$ cat src/rtl/can_lpm_pkg.sv
package can_lpm_pkg;
  typedef enum logic [1:0] {
    ST_RUN  = 2'd0,
    ST_SYNC = 2'd1,
    ST_WAIT = 2'd2,
    ST_STOP = 2'd3
  } lpm_state_t;
endpackage

$ cat src/rtl/can_lpm_rxedge.sv
module can_lpm_rxedge #(
  parameter int STAGES = 2
) (
  input  logic clk,
  input  logic rst_n,
  input  logic rx_in,
  input  logic bit_tick,
  output logic smp_rec,
  output logic smp_dom,
  output logic fall_edge
);
  logic [STAGES-1:0] chain_q;
  logic              prev_q;
  logic              rx_s;

  generate
    if (STAGES == 1) begin : g_one
      always_ff @(posedge clk or negedge rst_n)
        if (!rst_n) chain_q <= '1;
        else        chain_q <= rx_in;
    end else begin : g_many
      always_ff @(posedge clk or negedge rst_n)
        if (!rst_n) chain_q <= '1;
        else        chain_q <= {chain_q[STAGES-2:0], rx_in};
    end
  endgenerate

  assign rx_s = chain_q[STAGES-1];

  always_ff @(posedge clk or negedge rst_n)
    if (!rst_n)        prev_q <= 1'b1;
    else if (bit_tick) prev_q <= rx_s;

  assign smp_rec   = bit_tick & rx_s;
  assign smp_dom   = bit_tick & ~rx_s;
  assign fall_edge = smp_dom & prev_q;
endmodule

$ cat src/rtl/can_lpm_recsync.sv
module can_lpm_recsync #(
  parameter int NBITS = 11
) (
  input  logic clk,
  input  logic rst_n,
  input  logic clear,
  input  logic tick_rec,
  input  logic tick_dom,
  output logic done
);
  localparam int CW = $clog2(NBITS + 1);
  logic [CW-1:0] cnt_q;

  always_ff @(posedge clk or negedge rst_n)
    if (!rst_n)                                  cnt_q <= '0;
    else if (clear || tick_dom)                  cnt_q <= '0;
    else if (tick_rec && cnt_q != CW'(NBITS))    cnt_q <= cnt_q + 1'b1;

  assign done = (cnt_q == CW'(NBITS));
endmodule

$ cat src/rtl/can_lpm_ctl.sv
module can_lpm_ctl (
  input  logic clk,
  input  logic rst_n,
  input  logic wr,
  input  logic wd_stop,
  input  logic wd_sw,
  input  logic wd_aps,
  input  logic wd_wm,
  input  logic hw_clr_stop,
  input  logic not_rdy,
  output logic stop_q,
  output logic sw_q,
  output logic aps_q,
  output logic wm_q
);
  always_ff @(posedge clk or negedge rst_n) begin
    if (!rst_n) begin
      stop_q <= 1'b0;
      sw_q   <= 1'b0;
      aps_q  <= 1'b0;
      wm_q   <= 1'b0;
    end else begin
      if (hw_clr_stop)  stop_q <= 1'b0;
      else if (wr)      stop_q <= wd_stop;
      if (wr) begin
        aps_q <= wd_aps;
        wm_q  <= wd_wm;
        if (!wd_sw)                    sw_q <= 1'b0;
        else if (!stop_q && !not_rdy)  sw_q <= 1'b1;
      end
    end
  end
endmodule

$ cat src/rtl/can_lpm_fsm.sv
module can_lpm_fsm
  import can_lpm_pkg::*;
(
  input  logic clk,
  input  logic rst_n,
  input  logic stop_q,
  input  logic sw_q,
  input  logic aps_q,
  input  logic wm_q,
  input  logic idle,
  input  logic halt_in,
  input  logic bus_off,
  input  logic fall_edge,
  input  logic sync_done,
  input  logic irq_clr,
  output logic hw_clr_stop,
  output logic sync_clear,
  output logic stop_ack,
  output logic not_rdy,
  output logic halt_release,
  output logic busoff_freeze,
  output logic wake_sof,
  output logic wake_irq,
  output logic core_clk_en
);
  lpm_state_t state_q, state_d;
  logic wake_ev, hold_q, hold_d, gate_d, en_q, boff_q, sof_q, irq_q;

  assign wake_ev     = stop_q & sw_q & fall_edge;
  assign hw_clr_stop = wake_ev;

  always_comb begin
    state_d = state_q;
    unique case (state_q)
      ST_RUN:  if (stop_q) state_d = halt_in ? ST_SYNC : ST_WAIT;
      ST_SYNC: if (!stop_q) state_d = ST_RUN; else if (sync_done) state_d = ST_WAIT;
      ST_WAIT: if (!stop_q) state_d = ST_RUN; else if (idle) state_d = ST_STOP;
      ST_STOP: if (!stop_q) state_d = ST_RUN;
      default: state_d = ST_RUN;
    endcase
    if (wake_ev) state_d = ST_RUN;
  end

  always_comb begin
    if (!aps_q || !idle) hold_d = 1'b0;
    else if (fall_edge)  hold_d = 1'b1;
    else                 hold_d = hold_q;
  end

  assign gate_d = aps_q & idle & ~hold_d & (state_d == ST_RUN);

  always_ff @(posedge clk or negedge rst_n) begin
    if (!rst_n) begin
      state_q <= ST_RUN;
      hold_q  <= 1'b0;
      en_q    <= 1'b1;
      boff_q  <= 1'b0;
      sof_q   <= 1'b0;
      irq_q   <= 1'b0;
    end else begin
      state_q <= state_d;
      hold_q  <= hold_d;
      en_q    <= (state_d != ST_STOP) && !gate_d;
      if (state_q != ST_STOP && state_d == ST_STOP) boff_q <= bus_off;
      sof_q   <= wake_ev;
      if (wake_ev && wm_q) irq_q <= 1'b1;
      else if (irq_clr)    irq_q <= 1'b0;
    end
  end

  assign sync_clear    = (state_q != ST_SYNC);
  assign stop_ack      = (state_q == ST_STOP);
  assign not_rdy       = (state_q != ST_RUN);
  assign halt_release  = (state_q == ST_SYNC);
  assign busoff_freeze = (state_q == ST_STOP) & boff_q;
  assign wake_sof      = sof_q;
  assign wake_irq      = irq_q;
  assign core_clk_en   = en_q;
endmodule

$ cat src/rtl/can_lpm_seq.sv
module can_lpm_seq #(
  parameter int SYNC_BITS   = 11,
  parameter int SYNC_STAGES = 2
) (
  input  logic clk,
  input  logic rst_n,
  input  logic ctl_wr,
  input  logic ctl_stop,
  input  logic ctl_self_wake,
  input  logic ctl_auto_ps,
  input  logic ctl_wake_mask,
  input  logic wake_irq_clr,
  input  logic frame_busy,
  input  logic mover_busy,
  input  logic tx_pending,
  input  logic halt_in,
  input  logic bus_off,
  input  logic rx_in,
  input  logic bit_tick,
  output logic stop_bit,
  output logic self_wake_bit,
  output logic stop_ack,
  output logic not_rdy,
  output logic wake_irq,
  output logic wake_sof,
  output logic halt_release,
  output logic busoff_freeze,
  output logic core_clk_en
);
  logic smp_rec, smp_dom, fall_edge, sync_done, sync_clear;
  logic hw_clr_stop, aps_q, wm_q, idle;

  assign idle = ~(frame_busy | mover_busy | tx_pending);

  can_lpm_rxedge #(.STAGES(SYNC_STAGES)) u_rx (
    .clk(clk), .rst_n(rst_n), .rx_in(rx_in), .bit_tick(bit_tick),
    .smp_rec(smp_rec), .smp_dom(smp_dom), .fall_edge(fall_edge)
  );

  can_lpm_recsync #(.NBITS(SYNC_BITS)) u_sync (
    .clk(clk), .rst_n(rst_n), .clear(sync_clear),
    .tick_rec(smp_rec), .tick_dom(smp_dom), .done(sync_done)
  );

  can_lpm_ctl u_ctl (
    .clk(clk), .rst_n(rst_n), .wr(ctl_wr), .wd_stop(ctl_stop),
    .wd_sw(ctl_self_wake), .wd_aps(ctl_auto_ps), .wd_wm(ctl_wake_mask),
    .hw_clr_stop(hw_clr_stop), .not_rdy(not_rdy),
    .stop_q(stop_bit), .sw_q(self_wake_bit), .aps_q(aps_q), .wm_q(wm_q)
  );

  can_lpm_fsm u_fsm (
    .clk(clk), .rst_n(rst_n), .stop_q(stop_bit), .sw_q(self_wake_bit),
    .aps_q(aps_q), .wm_q(wm_q), .idle(idle), .halt_in(halt_in),
    .bus_off(bus_off), .fall_edge(fall_edge), .sync_done(sync_done),
    .irq_clr(wake_irq_clr), .hw_clr_stop(hw_clr_stop), .sync_clear(sync_clear),
    .stop_ack(stop_ack), .not_rdy(not_rdy), .halt_release(halt_release),
    .busoff_freeze(busoff_freeze), .wake_sof(wake_sof), .wake_irq(wake_irq),
    .core_clk_en(core_clk_en)
  );
endmodule

$ cat config.mk
export PLATFORM = sky130hd
export DESIGN_NAME = can_lpm_seq
export DESIGN_NICKNAME = d
export VERILOG_FILES = /design/src/rtl/can_lpm_pkg.sv /design/src/rtl/can_lpm_rxedge.sv /design/src/rtl/can_lpm_recsync.sv /design/src/rtl/can_lpm_ctl.sv /design/src/rtl/can_lpm_fsm.sv /design/src/rtl/can_lpm_seq.sv
export SDC_FILE = /design/constraint.sdc
export NUM_CORES = 1
export LEC_CHECK = 0
export BUFFER_PORTS_ARGS = -buffer_cell sky130_fd_sc_hd__buf_2
export CAP_MARGIN = 25
export CORE_MARGIN = 8
export CORE_UTILIZATION = 56
export CTS_BUF_LIST = sky130_fd_sc_hd__clkbuf_4 sky130_fd_sc_hd__clkbuf_8
export DETAILED_ROUTE_END_ITERATION = 8
export PLACE_DENSITY_LB_ADDON = 0.08
export SYNTH_ARGS = -nofsm -noshare
export SYNTH_HDL_FRONTEND = slang
export SYNTH_SLANG_ARGS = --single-unit
$ cat constraint.sdc
create_clock -name clk -period 2.98 [get_ports clk]
set_clock_uncertainty 0.05 [all_clocks]
set_input_delay 0.447 -clock clk [delete_from_list [all_inputs] [get_ports clk]]
set_output_delay 0.447 -clock clk [all_outputs]
set_load 0.02 [all_outputs]
==> flow_summary.json, run 1 <==
{
  "cap_violations": 0,
  "drv_slew": 0,
  "crit_family": "flip-flops",
  "min_period_over_period_pct": 66.3,
  "setup_viol": 0,
  "relSlewSlack_pct": 70.9,
  "p_total_w": 0.000534,
  "hpwl_um": 1230,
  "synth_cell_types": 33,
  "yosysTopAreaCell": "dfrtp_1",
  "area_delta_synth_final_pct": 18.4,
  "die_w_um": 54.9,
  "routed_wl_um": 1580,
  "cp.required_ns": 2.48,
  "htreeDepth": 1,
  "routed_via_density": 5.55,
  "grt_pass1_vias": 591,
  "ys_seq_area_share_pct": 53.7,
  "crit_path_end_kind": "primary output",
  "fillerInstances": 126,
  "gp_congestion": 0.782,
  "leakage_nw": 0.495,
  "grt.overflow.total": 0,
  "synth_nets": 95,
  "rsz0062_at_grt": "false",
  "cts.path.max_buffers": 2,
  "core_area_mm2": 0.00147,
  "ioPinCount": 24,
  "worstPathCellList": "nor2b_1 > buf_2",
  "vdd_ir_drop_max_mv": 0.392,
  "drt_iter0_drc": 3,
  "netlist_area_um2": 848,
  "clk_latency_ns": 0.29,
  "critPathArrivalTime_ns": 1.48,
  "grt_antenna_before_repair": 0,
  "syn_avg_cell_area_um2": 10.7,
  "dieHeight_um": 54.9,
  "hold_viol": 0,
  "cts_hold_buf": 0,
  "clkTransAtPathRegs_ns": 0.10,
  "initial_core_util_pct": 57.7,
  "ant_nets": 0,
  "grtUsageTotal_pct": 11.9,
  "final_layout_size_suffix_gt1_share_pct": 35.3,
  "cts_sinks": 18,
  "hp-class": "primary input to async pin",
  "max_freq_mhz": 506,
  "min_period_ns": 1.98,
  "remaining_drc_errors": 0,
  "multi_input_area_um2": 359,
  "grt_max_degree": 19,
  "finalCoreUtilization_pct": 68.3,
  "numCtsBuffers": 3,
  "cts_resized": 0,
  "wl_per_cell_um": 13.4,
  "cpPeakStageDelay_ns": 0.51,
  "outcome": "finished, final reports clean",
  "rows": 14,
  "cp.depth": 2,
  "hold_ws_ns": 0.0173,
  "power_density_mw_per_mm2": 532,
  "ys.warnings.count": 0,
  "crit_type": "flop to primary output",
  "cts_root_buf": "clkbuf_4",
  "cp-start-kind": "flop",
  "num_antenna_cells": 0,
  "yosysTopAreaCellShare_pct": 41.3,
  "cts_tree": "yes",
  "setup_tns_ns": 0,
  "regArea_um2": 455,
  "worst_slew_pin_slew_ns": 0.436,
  "port_buffers": 23,
  "nNetsFinal": 119,
  "first_pass_iters": 4,
  "vias": 655,
  "crit_slowest_cell": "dfrtp_1",
  "cp.buffers_inverters": 1,
  "grt_pass1_wl_um": 2650,
  "dieArea_mm2": 0.00302,
  "r2r_cells": 3,
  "synthTopCellsByArea": "dfrtp_1 41%, dfstp_2 12%, mux2_2 4.0%",
  "cts_setup_buffers": 0,
  "cp_max_fo": 9,
  "syn_inst": 79,
  "ys_ff_latch": 18
}
[routing by layer]
layer  up-vias  GRT usage (%)  share of wire [%]
li1        330              -                  -
met1       303           15.4                 46
met2        20           18.3                 45
met3         2           4.01                8.1
met4         0           3.60                1.0
met5         -              0                  0
[report_power, final]
group          switching [W]  internal (W)  total (W)  leakage [nW]
clock network      0.0000734     0.0000744   0.000148        0.0210
registers          0.0000236      0.000268   0.000292         0.226
logic              0.0000529     0.0000418  0.0000947         0.248
total               0.000150      0.000384   0.000534         0.495
[per-stage QoR]
step | worst slack [ns] | area (µm²) | std cells
CTS | 0.985 | 1000 | 118
floorplan | 1.37 | 848 | 79
detailed placement | 1.25 | 968 | 114
finish | 1.00 | 1000 | 118
global route | 0.908 | 1000 | 118
global placement | 1.27 | 968 | 114
[cells in the mapped netlist, drive strengths merged]
cell,n
nor2b,2
nor4b,2
nand3,2
o21ba,1
clkbuf,4
o21ai,2
mux2,3
mux2i,3
a22o,1
a21oi,1
nor4,1
dfstp,4
and3b,1
nor2,4
and2,1
nand4,2
or2,1
a211oi,1
o2bb2ai,1
or4b,1
and3,2
o21a,4
nand3b,1
nand2,5
a21boi,2
o22ai,1
or4,1
ha,1
nand4b,1
dfrtp,14
nand2b,1
inv,5
nor3,3
[final timing paths]
kind / from / to / slack (ns)
setup / recovery: u_fsm.state_q[0] / halt_release / 1.00
hold reg to reg: u_rx.chain_q[0] / u_rx.chain_q[1] / 0.31
setup reg to reg: u_rx.chain_q[1] / u_fsm.core_clk_en / 1.46
min in group clk: rx_in / u_rx.chain_q[0] / 0.19
max in group asynchronous: rst_n / u_fsm.core_clk_en / 2.54
hold / removal: rst_n / u_sync.cnt_q[0] / 0.02
[kinds of logic after synthesis]
group / Yosys count / synth area share, %
mux: 6 / 7.52
flops: 18 / 53.7
fa+ha+maj: 1 / 1.47
compound gates: 14 / 11.9
simple gates: 31 / 21.4
buf+inv: 9 / 3.98
[flip-flops by register name, indices dropped and copies added, names as in the netlist]
signal	count
u_ctl.aps_q	1
u_ctl.stop_q	1
u_ctl.sw_q	1
u_ctl.wm_q	1
u_fsm.boff_q	1
u_fsm.core_clk_en	1
u_fsm.hold_q	1
u_fsm.state_q	2
u_fsm.wake_irq	1
u_fsm.wake_sof	1
u_rx.chain_q	2
u_rx.prev_q	1
u_sync.cnt_q	4
[layout make-up]
| class | count | area share (%) |
|---|---|---|
| flip-flops and latches | 18 | 45.3 |
| multi-input cells | 52 | 35.7 |
| repair buffers | 23 | 11.5 |
| clock buffers | 4 | 3.61 |
| well taps | 16 | 1.99 |
| inverters | 5 | 1.87 |
[cells in the final DEF (no fill, tap or decap), types with 3 or more instances in the layout]
cell type and instances:
mux2_2 3, nand2_1 5, nor2_1 4, dfstp_2 4, nor3_1 3, inv_1 5, clkbuf_4 3, dfrtp_1 14
mux2i_1 3, buf_2 23, o21a_1 4
No activity file was read; power rests on OpenSTA's default activity.
==> inputs of run 2 (changes only) <==
CORE_UTILIZATION = 52   (was 56)
clock period = 2.04 ns   (was 2.98 ns; I/O delays follow)
==> flow_summary.json, run 2 (synthesized netlist as in run 1, its figures left out) <==
{
  "outcome": "finished, final reports clean",
  "area_delta_synth_final_pct": 20.5,
  "cp_max_fo": 9,
  "hold_viol": 0,
  "cp-startpoint": "u_fsm.state_q[1]",
  "cpPeakStageDelay_ns": 0.48,
  "r2r_slack_ns": 0.52,
  "remaining_drc_errors": 0,
  "largest_reg_flops": 4,
  "grtUsageTotal_pct": 11.2,
  "crit_path_end_kind": "primary output",
  "numCtsBuffers": 3,
  "clk_latency_ns": 0.29,
  "regMostFlops": "u_sync.cnt_q",
  "min_period_ns": 1.60,
  "critPathArrivalTime_ns": 1.24,
  "dieArea_mm2": 0.00318,
  "cp.required_ns": 1.68,
  "r2r_cells": 3,
  "cts_root_buf": "clkbuf_4",
  "core_area_mm2": 0.00152,
  "wl_per_cell_um": 14.2,
  "hpwl_um": 1290,
  "hp-class": "primary input to flop",
  "first_pass_iters": 2,
  "leakage_nw": 0.504,
  "cp-start-kind": "flop",
  "setup_viol": 0,
  "routed_wl_um": 1700,
  "port_buffers": 23,
  "power_density_mw_per_mm2": 775,
  "endpoint": "not_rdy",
  "min_period_over_period_pct": 78.3,
  "cts_setup_buffers": 0,
  "grt_pass1_wl_um": 2900,
  "vias": 656,
  "drv_slew": 0,
  "final_layout_size_suffix_gt1_share_pct": 35.6,
  "worstPathCellList": "or2_2 > buf_2",
  "gp_congestion": 0.850,
  "p_total_w": 0.000792,
  "grt_max_degree": 19,
  "ant_nets": 0,
  "max_freq_mhz": 626,
  "grt_antenna_before_repair": 0,
  "cp.depth": 2,
  "relSlewSlack_pct": 74.2,
  "vdd_ir_drop_max_mv": 0.551,
  "grt_pass1_vias": 658,
  "setup_tns_ns": 0,
  "cp.buffers_inverters": 1,
  "rows": 14,
  "hold_ws_ns": 0.0565,
  "routed_via_density": 5.47,
  "die_w_um": 56.4,
  "crit_slowest_cell": "dfrtp_1",
  "crit_family": "flip-flops",
  "worstReg2RegStart": "u_rx.chain_q[1]",
  "final_cell_mix": "23 x buf_2, 14 x dfrtp_1, 5 x inv_1, 5 x nand2_1",
  "reg2reg_to": "u_fsm.core_clk_en",
  "dieHeight_um": 56.4,
  "ioPinCount": 24,
  "cts_tree": "yes",
  "clkTransAtPathRegs_ns": 0.11,
  "grt.overflow.total": 0,
  "rsz0062_at_grt": "false",
  "cts.path.max_buffers": 2,
  "holdPathStages": 1,
  "num_antenna_cells": 0,
  "htreeDepth": 1,
  "cap_violations": 0,
  "drt_iter0_drc": 3,
  "crit_type": "flop to primary output",
  "layout_commonest_cell": "buf_2",
  "reg.largest.list": "u_sync.cnt_q: 4 flops, u_fsm.state_q: 2 flops, u_rx.chain_q: 2 flops",
  "initial_core_util_pct": 55.7,
  "worst_slew_pin_slew_ns": 0.386,
  "cts_sinks": 18,
  "nNetsFinal": 121
}
run 2: cell count changes in the layout (fill, tap and decap cells not counted), sizes merged:
cell and change:
buf +1, dlygate4sd3 +1
run 2: through the flow:
| stage | worst slack [ns] | cell area [µm²] | instances | util (%) |
|---|---|---|---|---|
| after floorplan | 0.434 | 848 | 79 | - |
| after global placement | 0.465 | 976 | 115 | 64.0 |
| after detailed placement | 0.450 | 976 | 115 | 64.0 |
| after CTS | 0.423 | 1020 | 120 | 67.1 |
| after global routing | 0.342 | 1020 | 120 | 67.1 |
| final | 0.444 | 1020 | 120 | 67.1 |
run 2: metal layers:
metal / GRT usage (%) / up-vias / routed length, µm
li1: - / 333 / -
met1: 13.2 / 310 / 792
met2: 17.6 / 11 / 819
met3: 4.04 / 2 / 77
met4: 5.15 / 0 / 10
met5: 0 / - / 0
run 2: worst min path at each step:
stage | start | end | slack [ns]
6_report | rx_in | u_rx.chain_q[0] | 0.06
5_1_grt | rx_in | u_rx.chain_q[0] | 0.04
4_1_cts | rx_in | u_rx.chain_q[0] | 0.05
3_5_place_dp | rst_n | u_fsm.hold_q | 0.20
3_3_place_gp | rst_n | u_fsm.hold_q | 0.20
2_1_floorplan | rst_n | u_ctl.aps_q | -0.04
run 2: power breakdown:
part	internal, W	switching (W)
sequential	0.000392	0.0000331
clock	0.000109	0.000111
combinational	0.0000671	0.0000815
total	0.000567	0.000225
run 2: area by class of cell:
type | instances | area, µm²
fill | 127 | 502
multi-input combinational | 52 | 359
tap | 16 | 20.0
sequential | 18 | 455
timing repair buffer | 25 | 133
inverter | 5 | 18.8
clock buffer | 4 | 36.3
run 2: worst reg2reg max path: cells and delay by family (launching register included):
kind	cells	cell delay (ns)
simple gates	2	0.68
flops	1	0.62
compound gates	1	0.12
run 2: repair_timing:
item | CTS | global route
gates resized for setup | 0 | 0
hold buffers | 1 | 0
hold endpoints to repair | 14 | 0
==> inputs of run 3 (changes only) <==
clock period = 1.5 ns   (was 2.04 ns; I/O delays follow)
==> flow_summary.json, run 3 (synthesized netlist as in run 1, its figures left out) <==
{
  "worstPathCellList": "buf_6 > or2_4 > buf_6",
  "cts_sinks": 18,
  "cpPeakStageDelay_ns": 0.41,
  "setup_viol": 0,
  "wl_per_cell_um": 14.3,
  "reg.largest.list": "u_sync.cnt_q: 4 flops, u_fsm.state_q: 2 flops, u_rx.chain_q: 2 flops",
  "placedInstanceArea_um2": 998,
  "initial_core_util_pct": 55.7,
  "cts_tree": "yes",
  "busiest_layer": "met2",
  "critPathArrivalTime_ns": 1.18,
  "cp-start-kind": "flop",
  "r2r_cells": 3,
  "cts_root_buf": "clkbuf_4",
  "finalInstanceArea_mm2": 0.00108,
  "worstReg2RegStart": "u_rx.chain_q[1]",
  "fillerInstances": 129,
  "path_common_cell": "buf_6",
  "final_layout_size_suffix_gt1_share_pct": 39.1,
  "largest_reg_flops": 4,
  "met2_usage_pct": 19.5,
  "leakage_nw": 0.535,
  "cp.required_ns": 1.22,
  "max_freq_mhz": 687,
  "relSlewSlack_pct": 73.3,
  "setup_tns_ns": 0,
  "nNetsFinal": 127,
  "core_area_mm2": 0.00152,
  "numCtsBuffers": 3,
  "grt_max_degree": 19,
  "min_period_ns": 1.46,
  "regMostFlops": "u_sync.cnt_q",
  "holdPathEnd": "u_ctl.sw_q",
  "clk_latency_ns": 0.29,
  "cp-startpoint": "u_fsm.state_q[0]",
  "rsz0062_at_grt": "false",
  "reg2reg_to": "u_fsm.core_clk_en",
  "area_delta_synth_final_pct": 27.7,
  "layout_commonest_cell": "buf_2",
  "grt_pass1_wl_um": 3080,
  "routed_via_density": 5.48,
  "ant_nets": 0,
  "grt_antenna_before_repair": 0,
  "crit_family": "flip-flops",
  "power_density_mw_per_mm2": 1040,
  "ioPinCount": 24,
  "dieHeight_um": 56.4,
  "min_period_over_period_pct": 97.0,
  "worstHoldStart": "ctl_self_wake",
  "met3_usage_pct": 3.82,
  "grtUsageTotal_pct": 11.9,
  "first_pass_iters": 2,
  "crit_type": "flop to primary output",
  "die_w_um": 56.4,
  "vias": 691,
  "remaining_drc_errors": 0,
  "multi_input_area_um2": 362,
  "cp.buffers_inverters": 2,
  "crit_path_end_kind": "primary output",
  "fin_ws_ns": 0.0446,
  "gp_congestion": 0.774,
  "drt_iter0_drc": 10,
  "r2r_slack_ns": 0.08,
  "worst_slew_pin_slew_ns": 0.400,
  "port_buffers": 23,
  "regArea_um2": 457,
  "grt_util_met1_pct": 13.9,
  "cap_violations": 0,
  "crit_slowest_cell": "dfrtp_1",
  "outcome": "finished, final reports clean",
  "drv_slew": 0,
  "vdd_ir_drop_max_mv": 0.592,
  "final_cell_mix": "22 x buf_2, 13 x dfrtp_1, 5 x inv_1, 5 x nand2_1, 5 x buf_4",
  "dieArea_mm2": 0.00318,
  "rows": 14,
  "clkTransAtPathRegs_ns": 0.10,
  "cp_max_fo": 6,
  "hpwl_um": 1350,
  "cts.path.max_buffers": 2,
  "hp-class": "primary input to flop",
  "htreeDepth": 1,
  "num_antenna_cells": 0,
  "place_ws_ns": 0.00539,
  "grt.overflow.total": 0,
  "holdPathStages": 3,
  "hold_viol": 0,
  "grt_pass1_vias": 713,
  "routed_wl_um": 1810
}
==> run 3: changes by cell type in the layout (fill, tap and decap cells not counted), sizes merged <==
cell | before | now
dlygate4sd3 | 1 | 2
buf | 24 | 29
==> run 3: worst max path at each step <==
| stage | slack (ns) | depth (start not counted) | endpoint |
|---|---|---|---|
| after floorplan | 0.0006 | 4 | u_fsm.core_clk_en |
| after global placement | 0.009 | 4 | u_fsm.core_clk_en |
| after detailed placement | 0.005 | 4 | u_fsm.core_clk_en |
| after CTS | 0.04 | 2 | not_rdy |
| after global routing | 0.005 | 3 | not_rdy |
| final | 0.04 | 3 | not_rdy |
==> run 3: layout make-up <==
| type | instances | share of cell area, % |
|---|---|---|
| clock buffers | 4 | 3.35 |
| inverters | 5 | 1.73 |
| multi-input cells | 52 | 33.4 |
| flip-flops and latches | 18 | 42.1 |
| well taps | 16 | 1.85 |
| repair buffers | 31 | 17.6 |
==> run 3: worst min-delay path: cells and delay by family <==
kind	cells	cell delay [ns]
buf+inv	2	0.14
compound gates	1	0.05
==> run 3: per-stage QoR <==
stage,utilization (%),total power [W],cells,hold slack [ns]
after floorplan,-,0.000707,79,-0.121
after global placement,65.5,0.000795,118,0.126
after detailed placement,65.5,0.000801,118,0.124
after CTS,71.0,0.00114,126,0.0932
after global routing,71.1,0.00119,126,0.0876
final,71.1,0.00112,126,0.102
==> run 3: what timing repair did <==
item | 4_1_cts | 5_1_grt
resized for setup | 4 | 1
hold buffers | 2 | 0
endpoints found under the hold margin | 15 | 0
buffers inserted | 2 | 0
setup endpoints to repair | 1 | 1
==> run 3: routing by layer <==
layer | routed length [µm] | vias to the layer above
li1 | - | 344
met1 | 835 | 327
met2 | 862 | 16
met3 | 76 | 4
met4 | 30 | 0
met5 | 0 | -
==> run 3: where the power goes <==
part	switching (W)	total [W]	internal [W]
logic	0.000130	0.000259	0.000130
registers	0.0000368	0.000571	0.000534
clock network	0.000146	0.000294	0.000148
total	0.000312	0.00112	0.000812
